File: src/rtl/evt_flag_reg.sv
module evt_flag_reg #(
  parameter int STATUS_W = 8,
  parameter int EVT_N    = 3,
  parameter int EVT_LSB  = 4
) (
  input  logic                clk,
  input  logic                rst_n,
  input  logic                evt_periodic,
  input  logic                evt_alarm,
  input  logic                evt_update,
  input  logic [STATUS_W-1:0] ctl_byte,
  input  logic                rd_stb,
  output logic [STATUS_W-1:0] status,
  output logic                irq
);
  localparam int EVT_MSB = EVT_LSB + EVT_N - 1;
  localparam int SUM_BIT = STATUS_W - 1;

  logic [EVT_N-1:0] evt_v;
  logic [EVT_N-1:0] flag_q;
  logic [EVT_N-1:0] flag_d;
  logic [EVT_N-1:0] en_v;

  assign evt_v = {evt_periodic, evt_alarm, evt_update};
  assign en_v  = ctl_byte[EVT_MSB:EVT_LSB];

  for (genvar i = 0; i < EVT_N; i++) begin : g_flag
    assign flag_d[i] = evt_v[i] | (flag_q[i] & ~rd_stb);
    always_ff @(posedge clk or negedge rst_n) begin
      if (!rst_n) flag_q[i] <= 1'b0;
      else        flag_q[i] <= flag_d[i];
    end
  end

  always_ff @(posedge clk or negedge rst_n) begin
    if (!rst_n) irq <= 1'b0;
    else        irq <= |(flag_d & en_v);
  end

  always_comb begin
    status                  = '0;
    status[EVT_MSB:EVT_LSB] = flag_q;
    status[SUM_BIT]         = |(flag_q & en_v);
  end
endmodule


File: config.mk
export PLATFORM = sky130hd
export DESIGN_NAME = evt_flag_reg
export DESIGN_NICKNAME = d
export VERILOG_FILES = /design/src/rtl/evt_flag_reg.sv
export SDC_FILE = /design/constraint.sdc
export NUM_CORES = 1
export LEC_CHECK = 0
export CORE_AREA = 4 4 41 43
export CTS_CLUSTER_SIZE = 10
export DETAILED_ROUTE_END_ITERATION = 10
export DIE_AREA = 0 0 45 47
export DONT_BUFFER_PORTS = 1
export GPL_ROUTABILITY_DRIVEN = 1
export RECOVER_POWER = 100
export SYNTH_ARGS = -nofsm -noshare
export SYNTH_HDL_FRONTEND = slang
export SYNTH_SLANG_ARGS = --single-unit
File: constraint.sdc
create_clock -name clk -period 1.32 [get_ports clk]
set_input_delay 0.264 -clock clk [delete_from_list [all_inputs] [get_ports clk]]
set_output_delay 0.264 -clock clk [all_outputs]
set_load 0.01 [all_outputs]
==> metrics.yaml, run 1 <==
areaGrowthSynthToFinish_pct: 17.2
syn_inst: 18
period_share_pct: 104
avgSynthCellArea_um2: 10.9
drcViolationCount: 0
die_x_um: 45
dr.pass1.iters: 4
p_int_mw: 0.247
start_kind: "flip-flop"
post-route-min-period_ps: 1370
cpPeakStageDelay_ps: 430
rows: 13
numCtsBuffers: 3
io_pins: 23
hold_violations: 0
grt-ovfl-total: 0
first_global_vias: 146
power.total_mw: 0.322
hp-class: "input port to flip-flop"
final-setup-viol-count: 1
antenna_left: 0
p_comb_share_pct: 9.0
p_switching_mw: 0.0749
critPathArrivalTime_ps: 1110
worstPathCellList: "a222oi_1 -> inv_1"
first_iter_violations: 4
ys_seq_elements: 4
synth_warnings: 0
finalHoldWorstSlack_ps: 149
endpoint_kind: "output pin"
worst-path-max-fanout: 3
sequentialPowerShare_pct: 44.9
post-cts-setup-buffer-count: 0
h-tree-depth: 1
cts.sinks: 4
initial_core_util_pct: 15.1
cellPowerDensity_mw_per_mm2: 1400
wl_um: 480
grt_setup_unrepaired: "true"
cp_top_family: "flip-flops"
grt_use_total_pct: 5.48
cts_root_buf: "clkbuf_4"
vias: 138
viasPerCell: 3.83
drive_gt1_share_pct: 23.8
routabilityCongestion: 0.643
utilization_pct: 17.7
cp_slowest_cell: "dfrtp_1"
design_area_um2: 230
switching_share_pct: 23.3
clockPowerShare_pct: 46.1
core_area_mm2: 0.00130
drv_cap: 0
crit_type: "flip-flop to output pin"
io_buffer_count: 0
clk_latency_ps: 230
grt_max_degree: 5
leakage_nw: 0.105
cts_buffer_depth: 2
ir_worst_vdd_mv: 0.301
placed_area_um2: 196
slew_violations: 0
antennaDiodeCount: 0
clk_pin_slew_ps: 40
status: "finished, violations left"
cp_data_required_time_ps: 1060
post-place-ws_ps: 172
dp.cells: 32
fin_skew_ps: 5.21
final_cells: 36
grt_pass1_wl_um: 690
wl_per_cell_um: 13.3
synth_seq_area_share_pct: 51.0
finalWorstSetupSlack_ps: -50.3
final_nets: 37
cts_tree: "yes"
fp.dieH_um: 47
fmax_mhz: 730
cp_num_buf_inv: 1
tns_ps: -50.3
violations: "negative setup slack"
syn-cell-area_um2: 196
antenna_found_initial: 0
yosys.cell_types.count: 10
design.die.area_mm2: 0.00212
-- timing repair --
action | in CTS | in global routing
endpoints found under the hold margin | 4 | 0
endpoints found under the setup margin | 1 | 1
hold buffers | 1 | 0
pin swaps | 0 | 0
gates resized for setup | 0 | 1
-- metal layers --
metal  global-route usage (%)  up-vias  wire length (um)
li1                         -       60                 -
met1                     2.54       66               108
met2                     8.76       10               276
met3                     5.75        2                83
met4                     7.02        0                12
met5                        0        -                 0
-- worst reg2reg max path, delay by kind of cell (launching register included) --
kind / cells / cell delay [ps]
flops: 1 / 430
simple gates: 1 / 150
compound gates: 2 / 420
-- worst paths after layout --
check | startpoint | to | slack [ps] | depth (start not counted)
max | status[5]$_DFF_PN0_ | status[7] | -50 | 2
min | evt_update | status[4]$_DFF_PN0_ | 150 | 1
max reg2reg | status[4]$_DFF_PN0_ | irq$_DFF_PN0_ | 200 | 3
min reg2reg | status[6]$_DFF_PN0_ | status[6]$_DFF_PN0_ | 620 | 1
max in group asynchronous | rst_n | status[4]$_DFF_PN0_ | 840 | 1
min in group asynchronous | rst_n | irq$_DFF_PN0_ | 300 | 1
-- cell usage after synthesis, drive strengths merged --
cell / n / area [um^2]
nor2b: 1 / 6.26
o21a: 1 / 7.51
buf: 4 / 30.0
a222oi: 1 / 10.0
a221o: 1 / 10.0
inv: 2 / 7.51
conb: 1 / 3.75
a21o: 2 / 15.0
or2: 1 / 6.26
dfrtp: 4 / 100
-- layout make-up --
class / instances / area (um^2)
Fill cell: 162 / 1070
Sequential cell: 4 / 101
Multi-Input combinational cell: 11 / 70.1
Clock buffer: 3 / 22.5
Tap cell: 15 / 18.8
Timing Repair Buffer: 1 / 10.0
Inverter: 2 / 7.51
-- logic make-up after synthesis --
kind of cell	synth area share [%]
AO/OA/AOI/OAI	21.7
buffers and inverters	19.1
flip-flops	51.0
other	1.91
AND/OR/NAND/NOR	6.37
-- placed cells by master (no fill, tap or decap) --
cell,n
or2_2,1
a21o_1,2
nor2b_1,1
a221o_1,1
dfrtp_2,1
dlygate4sd3_1,1
dfrtp_1,3
clkbuf_4,3
conb_1,4
inv_1,2
o21a_1,1
a222oi_1,1
-- power groups by stage --
stage	clock (mW)	sequential [mW]	combinational (mW)
after floorplan	0	0.143	0.0311
after global placement	0	0.146	0.0248
after detailed placement	0	0.147	0.0252
after CTS	0.155	0.145	0.0295
after global routing	0.166	0.146	0.0326
final	0.148	0.145	0.0291
-- flip-flops by register name (all words and copies together) (netlist names) --
signal,count
status,3
irq,1
Note: power is estimated with default switching activity, not from simulation.
==> run 2, diff against run 1 <==
- clock period: 1.32 -> 1.3 ns (I/O delays scaled with it)
==> results of run 2 <==
The final DEF is identical to that of run 1. Status: finished, violations left: negative setup slack.
Among the figures that moved: setup slack after placement 172 ps -> 156 ps; setup slack after layout -50.3 ps -> -66.3 ps; setup TNS -50.3 ps -> -66.3 ps; hold slack 149 ps -> 145 ps; register-to-register setup slack 200 ps -> 180 ps; total power 0.322 mW -> 0.327 mW; worst IR drop on VDD 0.301 mV -> 0.305 mV
==> run 3, diff against run 2 <==
- DONT_BUFFER_PORTS: 1 -> not set
==> run 3 against run 2 <==
- the flow still finishes with violations (negative setup slack)
- largest power group unchanged
- sequential power shrank 6%
- critical endpoint unchanged
- critical path depth grew 1
- register-to-register slack lost 60 ps
- clock power is essentially flat
- utilization grew 11 points
- global-route usage grew 1.4 points
- hold slack gained 150 ps
- count of clock-buffer cells in the layout is the same
- critical path type unchanged
==> metrics.yaml, run 3 (synthesized netlist as in run 1, its figures left out) <==
final_cells: 52
use_met1_pct: 5.07
h-tree-depth: 1
viasPerCell: 3.81
cp_top_family: "flip-flops"
cts_buffer_depth: 2
grt_most_used_layer: "met2"
fin_skew_ps: 2.47
cp_num_buf_inv: 2
numCtsBuffers: 3
final-setup-viol-count: 1
grt_pass1_wl_um: 883
cellPowerDensity_mw_per_mm2: 1000
largest_reg_flops: 3
cts_tree: "yes"
worstRegToRegCells: 4
layout_common_cells: "clkbuf_4, conb_1, dfrtp_1"
cp_slowest_cell: "dfrtp_1"
cpPeakStageDelay_ps: 370
drive_gt1_share_pct: 24.3
grt_max_degree: 5
wl_um: 545
r2r-end: "irq$_DFF_PN0_"
path_depth: 3
finalWorstSetupSlack_ps: -104
period_share_pct: 108
final_nets: 53
cts.sinks: 4
io_pins: 23
drv_cap: 0
start_kind: "flip-flop"
cp_data_required_time_ps: 1040
dr.pass1.iters: 4
critPathArrivalTime_ps: 1140
r2r_slack_ps: 120
r2r-start: "status[4]$_DFF_PN0_"
die_x_um: 45
grt_setup_unrepaired: "true"
clk_latency_ps: 230
dp_hpwl_um: 469
use_met2_pct: 10.7
status: "finished, violations left"
fp.dieH_um: 47
globalRouteMet3Util_pct: 4.60
first_global_vias: 196
mostFrequentLayoutCell: "clkbuf_4"
leakage_nw: 0.184
endpoint_kind: "output pin"
slew_violations: 0
initial_core_util_pct: 15.1
design.die.area_mm2: 0.00212
grt_use_total_pct: 6.90
io_buffer_count: 13
worst-path-max-fanout: 2
post-cts-setup-buffer-count: 0
core_area_mm2: 0.00130
hold_violations: 0
antennaDiodeCount: 0
clk_pin_slew_ps: 40
rows: 13
post-route-min-period_ps: 1400
antenna_found_initial: 0
vias: 198
wl_per_cell_um: 10.5
fmax_mhz: 712
worstPathCellList: "a222oi_1 -> inv_1 -> buf_2"
grt-ovfl-total: 0
power.total_mw: 0.374
areaGrowthSynthToFinish_pct: 89.8
crit_type: "flip-flop to output pin"
hp-class: "input port to async pin"
placed_area_um2: 357
dp.cells: 49
violations: "negative setup slack"
design_area_um2: 373
drcViolationCount: 0
num-fill-cells: 151
cts_root_buf: "clkbuf_4"
routabilityCongestion: 0.668
first_iter_violations: 1
ir_worst_vdd_mv: 0.265
antenna_left: 0
-- run 3: cell types whose count changed in the layout (fill, tap and decap cells not counted) --
cell,delta
clkbuf_4,+3
clkdlybuf4s15_1,+3
clkdlybuf4s50_1,+3
dlygate4sd2_1,+3
buf_2,+1
buf_4,+1
dfrtp_1,+1
dfrtp_2,-1
dlygate4sd3_1,+1
dlymetal6s2s_1,+1
-- run 3: final cells by class --
| class | count | area (um^2) | share of cell area [%] |
|---|---|---|---|
| well taps | 15 | 18.8 | 5.03 |
| repair buffers | 17 | 154 | 41.3 |
| clock buffers | 3 | 22.5 | 6.04 |
| inverters | 2 | 7.51 | 2.01 |
| flip-flops and latches | 4 | 100 | 26.8 |
| multi-input cells | 11 | 70.1 | 18.8 |
-- run 3: repair_timing --
action / 4_1_cts / 5_1_grt
resized for setup: 10 / 4
setup endpoints to repair: 5 / 4
cloned: 0 / 0
pin swaps: 1 / 1
hold buffers: 0 / 0
-- run 3: worst max-delay path by stage --
| stage | slack, ps | start | end |
|---|---|---|---|
| 2_1_floorplan | 230 | status[4]$_DFF_PN0_ | status[7] |
| 3_3_place_gp | -530 | ctl_byte[4] | status[7] |
| 3_5_place_dp | -590 | ctl_byte[4] | status[7] |
| 4_1_cts | -150 | status[4]$_DFF_PN0_ | status[7] |
| 5_1_grt | -200 | status[5]$_DFF_PN0_ | status[7] |
| 6_report | -100 | status[4]$_DFF_PN0_ | status[7] |
-- run 3: metrics by stage --
step	worst slack, ps	hold WS (ps)	TNS, ps	utilization [%]
after floorplan	226	-35.6	0	-
after global placement	-532	474	-677	27.4
after detailed placement	-586	472	-713	27.4
after CTS	-155	219	-155	28.2
after global routing	-195	293	-217	28.7
final	-104	294	-104	28.7
-- run 3: power by group --
group | switching, mW | leakage (nW) | internal [mW] | total (mW)
combinational | 0.0348 | 0.128 | 0.0491 | 0.0839
clock | 0.0488 | 0.0138 | 0.103 | 0.152
sequential | 0.00347 | 0.0429 | 0.134 | 0.138
total | 0.0871 | 0.184 | 0.287 | 0.374
-- run 3: worst reg2reg max path, cell delays in order (launching register included) --
cell      delay [ps]
dfrtp_1          370
clkbuf_4         130
nor2b_1          130
o21a_1           170
a221o_1          260
-- run 3: routing by layer --
layer	up-vias	wire [um]
li1	95	-
met1	91	158
met2	10	323
met3	2	51
met4	0	12
met5	-	0
